$ cat config.mk
export PLATFORM = sky130hd
export DESIGN_NAME = eptx_encoder
export DESIGN_NICKNAME = d
export VERILOG_FILES = /design/src/rtl/eptx_pkg.sv /design/src/rtl/eptx_sync.sv /design/src/rtl/eptx_edge.sv /design/src/rtl/eptx_idle_timer.sv /design/src/rtl/eptx_encoder.sv
export SDC_FILE = /design/constraint.sdc
export NUM_CORES = 1
export LEC_CHECK = 0
export ABC_AREA = 1
export BUFFER_PORTS_ARGS = -buffer_cell sky130_fd_sc_hd__buf_2
export CAP_MARGIN = 10
export CORE_AREA = 3 3 40 42
export CTS_CLUSTER_SIZE = 8
export DETAILED_ROUTE_END_ITERATION = 7
export DIE_AREA = 0 0 43 45
export SYNTH_ARGS = -nofsm -noshare
export SYNTH_HDL_FRONTEND = slang
export SYNTH_SLANG_ARGS = --single-unit
$ cat constraint.sdc
create_clock -name clk_i -period 3.8 [get_ports clk_i]
set_clock_uncertainty 0.2 [all_clocks]
set_input_delay 0.19 -clock clk_i [delete_from_list [all_inputs] [get_ports clk_i]]
set_output_delay 0.19 -clock clk_i [all_outputs]
set_load 0.005 [all_outputs]
$ cat src/rtl/eptx_pkg.sv
package eptx_pkg;

  typedef enum logic [1:0] {
    PK_NONE = 2'd0,
    PK_SET  = 2'd1,
    PK_CLR  = 2'd2
  } pulse_e;

  function automatic pulse_e level_pulse(input logic level);
    return level ? PK_SET : PK_CLR;
  endfunction

endpackage

$ cat src/rtl/eptx_sync.sv
module eptx_sync #(
  parameter int STAGES = 2
) (
  input  logic clk_i,
  input  logic rst_ni,
  input  logic d_i,
  output logic q_o
);

  logic [STAGES-1:0] chain_q;

  generate
    if (STAGES == 1) begin : g_single
      always_ff @(posedge clk_i or negedge rst_ni) begin
        if (!rst_ni) chain_q <= '0;
        else         chain_q <= d_i;
      end
    end else begin : g_chain
      always_ff @(posedge clk_i or negedge rst_ni) begin
        if (!rst_ni) chain_q <= '0;
        else         chain_q <= {chain_q[STAGES-2:0], d_i};
      end
    end
  endgenerate

  assign q_o = chain_q[STAGES-1];

endmodule

$ cat src/rtl/eptx_edge.sv
module eptx_edge (
  input  logic clk_i,
  input  logic rst_ni,
  input  logic level_i,
  output logic rise_o,
  output logic fall_o
);

  logic prev_q;

  // tracks even with power down, so edges seen while off are swallowed
  always_ff @(posedge clk_i or negedge rst_ni) begin
    if (!rst_ni) prev_q <= 1'b0;
    else         prev_q <= level_i;
  end

  assign rise_o = level_i & ~prev_q;
  assign fall_o = ~level_i & prev_q;

endmodule

$ cat src/rtl/eptx_idle_timer.sv
module eptx_idle_timer #(
  parameter int IDLE_CYC = 125
) (
  input  logic clk_i,
  input  logic rst_ni,
  input  logic en_i,
  input  logic restart_i,
  output logic due_o
);

  localparam int CNT_W = (IDLE_CYC > 2) ? $clog2(IDLE_CYC) : 1;
  localparam logic [CNT_W-1:0] LAST = CNT_W'(IDLE_CYC - 1);

  logic [CNT_W-1:0] cnt_q;

  always_ff @(posedge clk_i or negedge rst_ni) begin
    if (!rst_ni)                 cnt_q <= '0;
    else if (!en_i || restart_i) cnt_q <= '0;
    else if (cnt_q != LAST)      cnt_q <= cnt_q + 1'b1;
  end

  assign due_o = en_i && (cnt_q == LAST);

  AST_DUE_GAP: assert property (@(posedge clk_i) disable iff (!rst_ni)
    (restart_i && en_i) |=> !due_o);

endmodule

$ cat src/rtl/eptx_encoder.sv
module eptx_encoder
  import eptx_pkg::*;
#(
  parameter int IDLE_CYC    = 125,
  parameter int SYNC_STAGES = 2
) (
  input  logic clk_i,
  input  logic rst_ni,
  input  logic data_i,
  input  logic pwr_ok_i,
  output logic set_o,
  output logic clr_o
);

  logic   level;
  logic   rise, fall;
  logic   due;
  logic   pwr_q;
  logic   pwr_rise;
  pulse_e kind;
  logic   set_q, clr_q;

  eptx_sync #(.STAGES(SYNC_STAGES)) u_sync (
    .clk_i  (clk_i),
    .rst_ni (rst_ni),
    .d_i    (data_i),
    .q_o    (level)
  );

  eptx_edge u_edge (
    .clk_i   (clk_i),
    .rst_ni  (rst_ni),
    .level_i (level),
    .rise_o  (rise),
    .fall_o  (fall)
  );

  eptx_idle_timer #(.IDLE_CYC(IDLE_CYC)) u_timer (
    .clk_i     (clk_i),
    .rst_ni    (rst_ni),
    .en_i      (pwr_ok_i),
    .restart_i (kind != PK_NONE),
    .due_o     (due)
  );

  always_ff @(posedge clk_i or negedge rst_ni) begin
    if (!rst_ni) pwr_q <= 1'b0;
    else         pwr_q <= pwr_ok_i;
  end

  assign pwr_rise = pwr_ok_i & ~pwr_q;

  // transition beats refresh; wake-up refresh shares the refresh path
  always_comb begin
    kind = PK_NONE;
    if (pwr_ok_i) begin
      if (rise)                 kind = PK_SET;
      else if (fall)            kind = PK_CLR;
      else if (pwr_rise || due) kind = level_pulse(level);
    end
  end

  always_ff @(posedge clk_i or negedge rst_ni) begin
    if (!rst_ni) begin
      set_q <= 1'b0;
      clr_q <= 1'b0;
    end else begin
      set_q <= (kind == PK_SET);
      clr_q <= (kind == PK_CLR);
    end
  end

  assign set_o = set_q;
  assign clr_o = clr_q;

  AST_EXCLUSIVE: assert property (@(posedge clk_i) disable iff (!rst_ni)
    !(set_o && clr_o));
  AST_SET_SINGLE: assert property (@(posedge clk_i) disable iff (!rst_ni)
    set_o |=> !set_o);
  AST_CLR_SINGLE: assert property (@(posedge clk_i) disable iff (!rst_ni)
    clr_o |=> !clr_o);
  AST_PWR_QUIET: assert property (@(posedge clk_i) disable iff (!rst_ni)
    !pwr_ok_i |=> !(set_o || clr_o));
  AST_PWR_WAKE: assert property (@(posedge clk_i) disable iff (!rst_ni)
    $rose(pwr_ok_i) |=> (set_o || clr_o));

endmodule

Yosys cells after proc, flatten, opt, wreduce, memory -nomap -nowiden

Index checks and enable logic that the tools add are counted.

Bits in registers: 13
Bits in latches: 0
RAM bits: 0
Bits in read-only memories: 0
Bits of input ports: 4
Output and inout bits: 2
Logic and storage cells: 30
Memories: 0

Add/sub/neg operators: 1
$mul: 0
Divide/modulo/power cells: 0
$lt $le $gt $ge: 0
Eq/ne operators: 4
Shift operators: 0
Muxes and demuxes: 7
Bitwise operators: 6
Reduce and logical (&&, ||, !) cells: 6

Operator list:

| operator                                                               | number |
|---|---|
| 7-bit 2-to-1 mux                                                       | 2 |
| 2-bit 2-to-1 mux                                                       | 5 |
| 7-bit by 1-bit adder with 7-bit output (second input constant)         | 1 |
| 7-bit equality test (second input constant)                            | 1 |
| 7-bit != test (second input constant)                                  | 1 |
| 2-bit nonzero test                                                     | 2 |
| 1-bit AND                                                              | 3 |
| 1-bit inverter                                                         | 3 |
| 2-bit by 1-bit equality test with 1-bit output (second input constant) | 1 |
| 2-bit equality test (second input constant)                            | 1 |
| 1-bit logical OR                                                       | 2 |
| 1-bit logical AND                                                      | 1 |
| 1-bit logical NOT                                                      | 1 |

Logic depth before layout (Yosys ltp)

Gate-level depths: netlist of the first run.

Depth in word-level cells: 10
Gate-level depth with buffers: 9
Mapped depth without buffers: 9

By module

From an unflattened synthesis of the first run, not the netlist that was laid out.

Cell total of the unflattened synthesis: 81
Area total of the unflattened synthesis: 654.4 um2

Modules (own cells, without submodules):

| module          | times used | cells each | area each (um2) |
|---|---|---|---|
| eptx_idle_timer | 1          | 55         | 420.4 |
| eptx_encoder    | 1          | 19         | 143.9 |
| eptx_sync       | 1          | 2          | 50.0 |
| eptx_edge       | 1          | 5          | 40.0 |

Least setup slack after synthesis of the first run

OpenSTA, ideal clock, no wires.

Path type: register to register
Start point: register u_timer.cnt_q[0]
End point: register u_timer.cnt_q[0]
Library setup time: 0.121 ns
Arrival time: 1.039 ns
Setup slack: 2.440 ns
Cell stages (with the launch flop): 10
Buffers on the path: 0
Cells stage by stage: dfrtp_1 inv_1 ha_1 inv_1 nor2_1 nand2_1 nand3_1 nand2_2 nand3_4 nor2_1

Cells in the longest elaborated chain, start to end: 10
Elaborated cells between the ends (all ways): 14

Ends and longest elaborated chain:

| element                                                | line                  | RTL |
|---|---|---|
| start: declaration                                     | eptx_idle_timer.sv:14 | `logic [CNT_W-1:0] cnt_q;` |
| start signal: assignment                               | eptx_idle_timer.sv:19 | `else if (cnt_q != LAST) cnt_q <= cnt_q + 1'b1;` |
| 7-bit equality test                                    | eptx_idle_timer.sv:22 | `assign due_o = en_i && (cnt_q == LAST);` |
| 1-bit logical AND                                      | eptx_idle_timer.sv:22 |  |
| 1-bit logical OR                                       | eptx_encoder.sv:59    | `else if (pwr_rise \|\| due) kind = level_pulse(level);` |
| 2-bit 2-to-1 mux                                       | eptx_encoder.sv:59    |  |
| 2-bit 2-to-1 mux                                       | eptx_encoder.sv:58    | `else if (fall) kind = PK_CLR;` |
| 2-bit 2-to-1 mux                                       | eptx_encoder.sv:57    | `if (rise) kind = PK_SET;` |
| 2-bit 2-to-1 mux                                       | eptx_encoder.sv:56    | `if (pwr_ok_i) begin` |
| 2-bit nonzero test                                     | eptx_encoder.sv:42    | `.restart_i (kind != PK_NONE),` |
| 1-bit logical OR                                       | eptx_idle_timer.sv:18 | `else if (!en_i \|\| restart_i) cnt_q <= '0;` |
| 7-bit 2-to-1 mux or 2-bit nonzero test (tied branches) | n/a                   |  |

Parallel ways exist; a longest one is shown, timed or not. The select of a mux whose other input is x is not followed.
A chain may end at the register's enable or synchronous reset.

Final worst setup path of the first run

Ends and elaborated chain as after synthesis.

==> results of run 1 <==
==> worst max path at each step <==
stage,to,startpoint,cells after the start,slack [ns]
after floorplan,u_timer.cnt_q[0],u_timer.cnt_q[0],9,2.44
after global placement,u_timer.cnt_q[0],u_timer.cnt_q[0],9,2.34
after detailed placement,u_timer.cnt_q[0],u_timer.cnt_q[0],9,2.29
after CTS,u_timer.cnt_q[0],u_timer.cnt_q[0],9,2.27
after global routing,u_timer.cnt_q[2],u_timer.cnt_q[0],9,2.15
final,u_timer.cnt_q[0],u_timer.cnt_q[0],9,2.30
==> kinds of logic (layout without fill, tap and decap cells) <==
family / after synthesis / count (layout) / share of synthesized area [%]
buffers and inverters: 10 / 22 / 6.850
DFF: 13 / 13 / 59.36
and+or+nand+nor: 23 / 23 / 21.23
xor gates and xnor gates: 5 / 5 / 7.991
adders and majority gates: 2 / 2 / 4.565
==> cell usage after synthesis, drive strengths merged <==
cell and n:
dfrtp 13, ha 2, inv 10, nand2 6, nand3 5, nand3b 1
nor2 11, xnor2 1, xor2 4
==> power groups by stage <==
stage          Combinational [mW]  Clock, mW  Sequential (mW)
6_report                   0.0196     0.0846            0.147
3_5_place_dp               0.0178          0            0.150
4_1_cts                    0.0202     0.0876            0.147
3_3_place_gp               0.0176          0            0.149
2_1_floorplan             0.00977          0            0.149
5_1_grt                    0.0228     0.0918            0.147
==> cell type report <==
type,instances,area (µm²)
fillers,122,636.9
multi-input cells,30,185.2
well taps,15,18.77
inverters,10,37.54
clock buffers,4,26.28
repair buffers,8,55.05
flip-flops and latches,13,325.3
==> repair_timing <==
item / CTS / global route
hold buffers: 3 / 0
setup buffers: 0 / 0
hold endpoints to repair: 15 / 0
==> registers in the layout, indices dropped and copies added, names as in the netlist <==
signal and count:
u_edge.prev_q 1, u_sync.chain_q 2, u_timer.cnt_q 7, pwr_q 1
clr_o 1, set_o 1
==> worst register-to-register path: cells and delay by family, from the launching register on <==
family	cells	cell delay (ns)
fa+ha+maj	1	0.19
buf+inv	2	0.11
flops	1	0.40
simple gates	6	0.53
==> per-layer routing <==
| metal | track usage, % | part of all wire [%] |
|---|---|---|
| met1 | 11.34 | 50 |
| met3 | 2.390 | 4.9 |
| met5 | 0 | 0 |
| met2 | 14.07 | 44 |
| met4 | 9.036 | 0.88 |
==> qor.yml, run 1 <==
outcome: "completed"
layout_common_cells: "13 x dfrtp_1, 11 x nor2_1, 10 x inv_1"
path_cells: "inv_1 -> ha_1 -> inv_1 -> nor2_1 -> nand2_1 -> nand3_1 -> nand2_1 -> nand3_4 -> nor2_1"
io_buffers: 5
die_area_mm2: 0.001935
drt-vias-per-instance: 4.175
switching_power_mw: 0.05842
p_sw_share_pct: 23.29
cts_resized: 0
postSynthAreaPerCell_um2: 10.34
cp_max_fo: 7
grt_pass1_vias: 305
instances_no_fill: 80
synth_cell_types: 12
clockBufferDepth: 2
final_common_cell: "dfrtp_1"
power_frac_seq_pct: 58.4
dieWidth_um: 43
maxCapViolations: 0
cts_root_buf: "clkbuf_4"
p_int_mw: 0.1924
fmax_ghz: 0.6645
antenna_found_initial: 0
fin_util_pct: 50.44
fin_ws_ns: 2.295
timing.slew.headroom_pct: 80.93
rr_endpoint: "u_timer.cnt_q[0]"
area_growth_pct: 18.26
hp-class: "input port to async pin"
stdcell_area_um2: 648.1
hold_viol: 0
initial_core_util_pct: 42.65
placed_cells: 73
setup_viol: 0
gp_congestion: 0.7184
grt_pass1_wl_mm: 1.269
ys_ff_latch: 13
drv_slew: 0
cts_tree: "done"
path_class: "flip-flop to flip-flop"
wl_per_cell_um: 9.938
yosysWarnings: 0
core.rowCount: 13
diodes: 0
fin_tns_setup_ns: 0
synth_fp_nets: 59
rr_startpoint: "u_timer.cnt_q[0]"
final_layout_size_suffix_gt1_share_pct: 16.92
h-tree-depth: 1
cpPeakStageDelay_ns: 0.40
synth_area_um2: 548.0
crit_family: "simple AND/OR/NAND/NOR gates"
vdd_drop_max_v: 0.0001957
ys_seq_area_share_pct: 59.36
grt_use_total_pct: 9.552
drt_wl_total_um: 795
grt_max_degree: 14
ios: 6
ys_top_cells_by_area: "dfrtp_1 59%, nor2_1 7.5%, inv_1 6.8%"
place_area_um2: 591.8
clk_pin_slew_ns: 0.08
min_period_ns: 1.505
place_hpwl_um: 582.2
critPathArrivalTime_ns: 1.51
yosysTopAreaCellShare_pct: 59.36
dp_slack_ns: 2.291
vias: 334
holdWs_ns: 0.1208
firstDrtPassIters: 2
die_h_um: 45
ant_nets: 0
cts_buffers: 3
cp-start-kind: "flip-flop"
worst-path-buf-inv: 2
leakagePower_nw: 0.3296
p_total_mw: 0.2508
core_area_mm2: 0.001285
drt_iter0_markers: 3
powerDensity_mw_per_mm2: 386.9
end_kind: "flip-flop"
synthCells: 53
cp.required_ns: 3.80
cp_slowest_cell: "dfrtp_1"
layout.nets: 72
rsz0062_at_grt: "no"
ff2ff_setup_slack_ns: 2.30
power_frac_clock_pct: 33.7
clkLatencyLatePin_ns: 0.27
clock_sinks: 13
tightest_slew_ns: 0.2861
grt_overflow_total: 0
fin_crit_sh_pct: 39.60
worstRegToRegCells: 9
synth_area_leader_cell: "dfrtp_1"
p_comb_share_pct: 7.8
drc: 0
No activity file was read; power rests on OpenSTA's default activity.
==> inputs of run 2 (changes only) <==
--- a/config.mk
+++ b/config.mk
@@ -5,7 +5,7 @@
 export SDC_FILE = /design/constraint.sdc
 export NUM_CORES = 1
 export LEC_CHECK = 0
-export ABC_AREA = 1
+export ABC_AREA = 0
 export BUFFER_PORTS_ARGS = -buffer_cell sky130_fd_sc_hd__buf_2
 export CAP_MARGIN = 10
 export CORE_AREA = 3 3 40 42
==> constraint.sdc (replaced) <==
create_clock -name clk_i -period 1.3 [get_ports clk_i]
set_clock_uncertainty 0.2 [all_clocks]
set_input_delay 0.065 -clock clk_i [delete_from_list [all_inputs] [get_ports clk_i]]
set_output_delay 0.065 -clock clk_i [all_outputs]
set_load 0.005 [all_outputs]
==> run 2 against run 1 <==
  * Utilization increased by 9.7 points
  * Register-to-register slack got worse by 2.4 ns
  * Highest routed layer is now met3
  * The run now ends with setup timing left
  * Sequential share of layout area decreased by 8.1 points
  * Synthesized cell count decreased by 13%
  * Largest power group unchanged
  * Maximum frequency increased by 9.5%
  * Clock power increased to 2.8 times the previous value
==> qor.yml, run 2 <==
grt_use_total_pct: 11.75
area_growth_pct: 45.75
maxCapViolations: 0
clk_pin_slew_ns: 0.08
core.rowCount: 13
top_regs: "u_timer.cnt_q x7, u_sync.chain_q x2"
synth_xor_area_share_pct: 6.604
fin_ws_ns: -0.07410
cts_tree: "done"
async_flop_share_pct: 100.0
rsz0062_at_grt: "yes"
initial_core_util_pct: 41.29
cp.required_ns: 1.30
layout.nets: 76
clockBufferDepth: 2
grt_pass1_wl_mm: 1.697
cp_max_fo: 4
synth_cell_types: 15
instances_no_fill: 84
path_cells: "ha_2 -> or3b_1 -> a21oi_2"
synth_compound_area_share_pct: 10.14
synth_ff_type: "dfrtp_1"
powerDensity_mw_per_mm2: 944.8
synth_area_um2: 530.5
drv_slew: 0
timing.slew.headroom_pct: 79.96
ys_seq_area_share_pct: 61.32
cts_buffers: 3
h-tree-depth: 1
diodes: 0
cts_root_buf: "clkbuf_4"
place_hpwl_um: 684
drt_iter0_markers: 3
grt_max_degree: 14
vias: 393
synth_fa_ha_area_share_pct: 4.717
fmax_ghz: 0.7277
end_kind: "flip-flop"
p_total_mw: 0.7305
die_area_mm2: 0.001935
wl_per_cell_um: 11.48
synth_top_family_by_area: "simple AND/OR/NAND/NOR gates"
layout_common_cells: "13 x dfrtp_1, 10 x buf_4, 6 x nor2_1"
cpPeakStageDelay_ns: 0.40
drt-vias-per-instance: 4.679
synthCells: 46
setup_viol: 7
core_area_mm2: 0.001285
ys_ff_latch: 13
regMostFlops: "u_timer.cnt_q"
critPathArrivalTime_ns: 1.37
fillers: 107
final_common_cell: "dfrtp_1"
vdd_drop_max_v: 0.0006114
drt_wl_total_um: 964
grt_overflow_total: 0
grt_pass1_vias: 392
yosysTopAreaCellShare_pct: 61.32
fin_tns_setup_ns: -0.3794
synth-simple-area-share_pct: 13.68
synth_common_cells: "13 x dfrtp_1, 6 x nor2_1, 5 x inv_1, 3 x nand3_1, 3 x o21ai_0"
dieWidth_um: 43
clock_sinks: 13
hp-class: "input port to async pin"
failed_checks: "setup timing"
drc: 0
synth_fp_nets: 52
min_period_ns: 1.374
io_buffers: 5
synthMuxAreaShare_pct: 0
ant_nets: 0
cp-start-kind: "flip-flop"
firstDrtPassIters: 2
hold_viol: 0
placed_cells: 73
clkLatencyLatePin_ns: 0.27
largest_reg_flops: 7
fin_crit_sh_pct: 105.7
antenna_found_initial: 0
gp_congestion: 0.7040
synth_edf_count: 0
die_h_um: 45
leakagePower_nw: 0.3735
tightest_slew_ns: 0.3006
outcome: "finished, violations left"
ys_top_cells_by_area: "dfrtp_1 61%, ha_1 4.7%, nor2_1 4.2%"
ios: 6
final_layout_size_suffix_gt1_share_pct: 40.58
synth_most_common_cell: "dfrtp_1"
cp_slowest_cell: "dfrtp_1"
postSynthAreaPerCell_um2: 11.53
synth_area_leader_cell: "dfrtp_1"
yosysWarnings: 0
path_class: "flip-flop to flip-flop"
holdWs_ns: 0.01078
-- run 2: kinds of logic after synthesis --
logic type,Yosys count
fa+ha+maj,2
xor+xnor,4
compound gates,8
simple gates,14
flops,13
buf+inv,5
-- run 2: final timing paths --
path | end | start | slack, ns | cells after the start
worst max-delay path | u_timer.cnt_q[6] | u_timer.cnt_q[0] | -0.07 | 3
worst min-delay path | u_timer.cnt_q[2] | rst_ni | 0.01 | 2
worst max register to register | u_timer.cnt_q[6] | u_timer.cnt_q[0] | -0.07 | 3
worst min register to register | u_sync.chain_q[1] | u_sync.chain_q[0] | 0.17 | 0
max in group asynchronous | clr_o | rst_ni | 0.66 | 2
min in group clk_i | u_sync.chain_q[1] | u_sync.chain_q[0] | 0.17 | 0
-- run 2: power breakdown --
group / switching (mW) / internal, mW / total (mW)
registers: 0.00812 / 0.415 / 0.424
logic: 0.0318 / 0.0354 / 0.0672
clock network: 0.121 / 0.119 / 0.240
-- run 2: layer usage --
layer | routed length [µm] | track usage, % | share of wire [%]
met3 | 24 | 3.586 | 2.5
met5 | 0 | 0 | 0
met2 | 452 | 18.26 | 47
met4 | 0 | 3.614 | 0
met1 | 486 | 15.87 | 50
-- run 2: worst max-delay path: cells and delay by family (launching register included) --
kind | cells | cell delay [ns]
flip-flops | 1 | 0.40
adder cells (fa/ha/maj) | 1 | 0.22
AO/OA/AOI/OAI | 1 | 0.13
AND/OR/NAND/NOR | 1 | 0.36
-- run 2: final cells by class --
type,instances,area (µm²),area share (%)
clock buffer,4,26.28,3.398
inverter,5,18.77,2.427
multi-input combinational,28,242.7,31.39
sequential,13,325.3,42.07
tap,15,18.77,2.427
timing repair buffer,19,141.4,18.28
-- run 2: metrics by stage --
stage | setup slack (ns) | utilization, % | cell area, µm²
after floorplan | 0.004069 | - | 555.5
after global placement | -0.07382 | 50.73 | 651.9
after detailed placement | -0.1010 | 50.73 | 651.9
after CTS | -0.08019 | 58.42 | 750.7
after global routing | -0.1267 | 60.18 | 773.2
final | -0.07410 | 60.18 | 773.2
-- run 2: what timing repair did --
action / 4_1_cts / 5_1_grt
endpoints found under the hold margin: 24 / 0
endpoints found under the setup margin: 9 / 9
pin swaps: 3 / 2
hold buffers: 3 / 0
resized for setup: 3 / 6
setup buffers: 4 / 0
==> inputs of run 3 (changes only) <==
--- a/config.mk
+++ b/config.mk
@@ -8,10 +8,13 @@
 export ABC_AREA = 0
 export BUFFER_PORTS_ARGS = -buffer_cell sky130_fd_sc_hd__buf_2
 export CAP_MARGIN = 10
-export CORE_AREA = 3 3 40 42
+export CELL_PAD_IN_SITES_DETAIL_PLACEMENT = 0
+export CELL_PAD_IN_SITES_GLOBAL_PLACEMENT = 1
+export CORE_MARGIN = 3
+export CORE_UTILIZATION = 37
 export CTS_CLUSTER_SIZE = 8
 export DETAILED_ROUTE_END_ITERATION = 7
-export DIE_AREA = 0 0 43 45
+export PLACE_DENSITY_LB_ADDON = 0.1
 export SYNTH_ARGS = -nofsm -noshare
 export SYNTH_HDL_FRONTEND = slang
 export SYNTH_SLANG_ARGS = --single-unit
==> run 3 against run 2 <==
  * The run still ends with setup timing left
  * Non-clock buffer count shrank 2
  * Total power grew 2.6%
  * Register-to-register slack lost 0.02 ns
  * Highest routed layer is now met4
  * Global-route usage grew 0.81 points
  * Via count grew 2.8%
  * Sequential share of layout area grew 0.55 points
  * Cell area shrank 1.3%
  * Critical endpoint is now u_timer.cnt_q[3]
  * First-iteration DRC count grew 100%
  * Sequential power is essentially flat
==> qor.yml, run 3 (synthesis gave the netlist of run 2 again) <==
outcome: "finished, violations left"
die_area_mm2: 0.001924
cp_max_fo: 6
clk_pin_slew_ns: 0.08
cp.required_ns: 1.27
use_met1_pct: 14.84
end_kind: "flip-flop"
grt_overflow_total: 0
top_usage_layer: "met2"
failed_checks: "setup timing"
use_met2_pct: 19.19
area_growth_pct: 43.87
drt_wl_total_mm: 1.000
ios: 6
grt_pass1_vias: 380
stdcell_area_um2: 763.2
fillers: 112
cp-start-kind: "flip-flop"
core.rowCount: 13
io_buffers: 5
grt_max_degree: 14
grt_use_total_pct: 12.56
drt_iter0_markers: 6
leakagePower_nw: 0.3594
layout.nets: 74
fmax_ghz: 0.7184
clockBufferDepth: 2
diodes: 0
layout_common_cells: "13 x dfrtp_1, 8 x buf_4, 6 x nor2_1"
tightest_slew_ns: 0.2875
cts_root_buf: "clkbuf_4"
place_area_um2: 651.9
grt_pass1_wl_mm: 1.656
top_regs: "u_timer.cnt_q x7, u_sync.chain_q x2"
fin_crit_sh_pct: 107.1
hp-class: "flip-flop to flip-flop"
clkLatencyLatePin_ns: 0.28
wl_per_cell_um: 12.20
core_area_mm2: 0.001318
largest_reg_flops: 7
final_layout_size_suffix_gt1_share_pct: 35.82
path_class: "flip-flop to flip-flop"
vdd_drop_max_v: 0.0005467
setup_viol: 9
fin_tns_setup_ns: -0.6217
grtUsageMet3_pct: 3.734
drv_slew: 0
path_cells: "inv_2 -> ha_4 -> nand2_4 -> o2111ai_4 -> nor2_1"
ant_nets: 0
powerDensity_mw_per_mm2: 981.7
cpPeakStageDelay_ns: 0.43
critPathArrivalTime_ns: 1.36
fin_ws_ns: -0.09191
maxCapViolations: 0
fin_util_pct: 57.93
placed_cells: 73
timing.slew.headroom_pct: 80.84
drt-vias-per-instance: 4.927
antenna_found_initial: 0
drc: 0
min_period_ns: 1.392
rsz0062_at_grt: "yes"
vias: 404
initial_core_util_pct: 40.27
cts_buffers: 3
dieWidth_um: 43.87
regMostFlops: "u_timer.cnt_q"
place_hpwl_um: 726.5
final_common_cell: "dfrtp_1"
die_h_um: 43.87
gp_congestion: 0.7828
instances_no_fill: 82
cp_slowest_cell: "dfrtp_1"
h-tree-depth: 1
clock_sinks: 13
cts_tree: "done"
hold_viol: 0
firstDrtPassIters: 4
==> run 3: power by group <==
part           total, mW  internal [mW]  switching [mW]  leakage, nW
registers          0.424          0.415         0.00864        0.170
logic             0.0694         0.0374          0.0320        0.174
clock network      0.256          0.119           0.136       0.0150
total              0.749          0.572           0.177        0.359
==> run 3: critical path: cells and delay by family (launching register included) <==
family	cells	cell delay, ns
compound gates	1	0.27
fa+ha+maj	1	0.14
buf+inv	1	0.09
flops	1	0.43
simple gates	2	0.14
==> run 3: area by class of cell <==
type	count	area, µm²	share of cell area [%]
Multi-Input combinational cell	28	249.0	32.62
Timing Repair Buffer	17	125.1	16.39
Clock buffer	4	26.28	3.443
Tap cell	15	18.77	2.459
Sequential cell	13	325.3	42.62
Inverter	5	18.77	2.459
==> run 3: per-stage QoR <==
| stage | hold WS, ns | setup slack, ns | power [mW] |
|---|---|---|---|
| 3_3_place_gp | -0.2474 | -0.05890 | 0.4849 |
| 4_1_cts | 0.1715 | -0.08692 | 0.7541 |
| 6_report | 0.1654 | -0.09191 | 0.7492 |
| 3_5_place_dp | -0.2314 | -0.09120 | 0.4874 |
| 5_1_grt | 0.1850 | -0.1634 | 0.7850 |
| 2_1_floorplan | -0.4306 | 0.004069 | 0.4527 |
==> run 3: path summary, 6_finish.rpt <==
check                           slack (ns)                 to  cells past startpoint               from
worst min-delay path                  0.17  u_sync.chain_q[1]                      0  u_sync.chain_q[0]
worst min register to register        0.17  u_sync.chain_q[1]                      0  u_sync.chain_q[0]
worst max-delay path                 -0.09   u_timer.cnt_q[3]                      5   u_timer.cnt_q[0]
worst max register to register       -0.09   u_timer.cnt_q[3]                      5   u_timer.cnt_q[0]
min in group asynchronous             0.52   u_timer.cnt_q[0]                      3             rst_ni
max in group asynchronous             0.16   u_timer.cnt_q[3]                      3             rst_ni
==> run 3: layer usage <==
metal	part of all wire, %	up-vias
met1	47	196
met2	46	6
met4	3.2	0
li1	-	199
met5	0	-
met3	2.8	3
==> run 3: timing repair <==
action                                  in CTS  in global routing
cloned                                       0                  0
hold buffers                                 4                  0
endpoints found under the setup margin       9                  9
buffers inserted                             0                  1
pin swaps                                    3                  6
endpoints found under the hold margin       24                  0
resized for setup                            2                  7
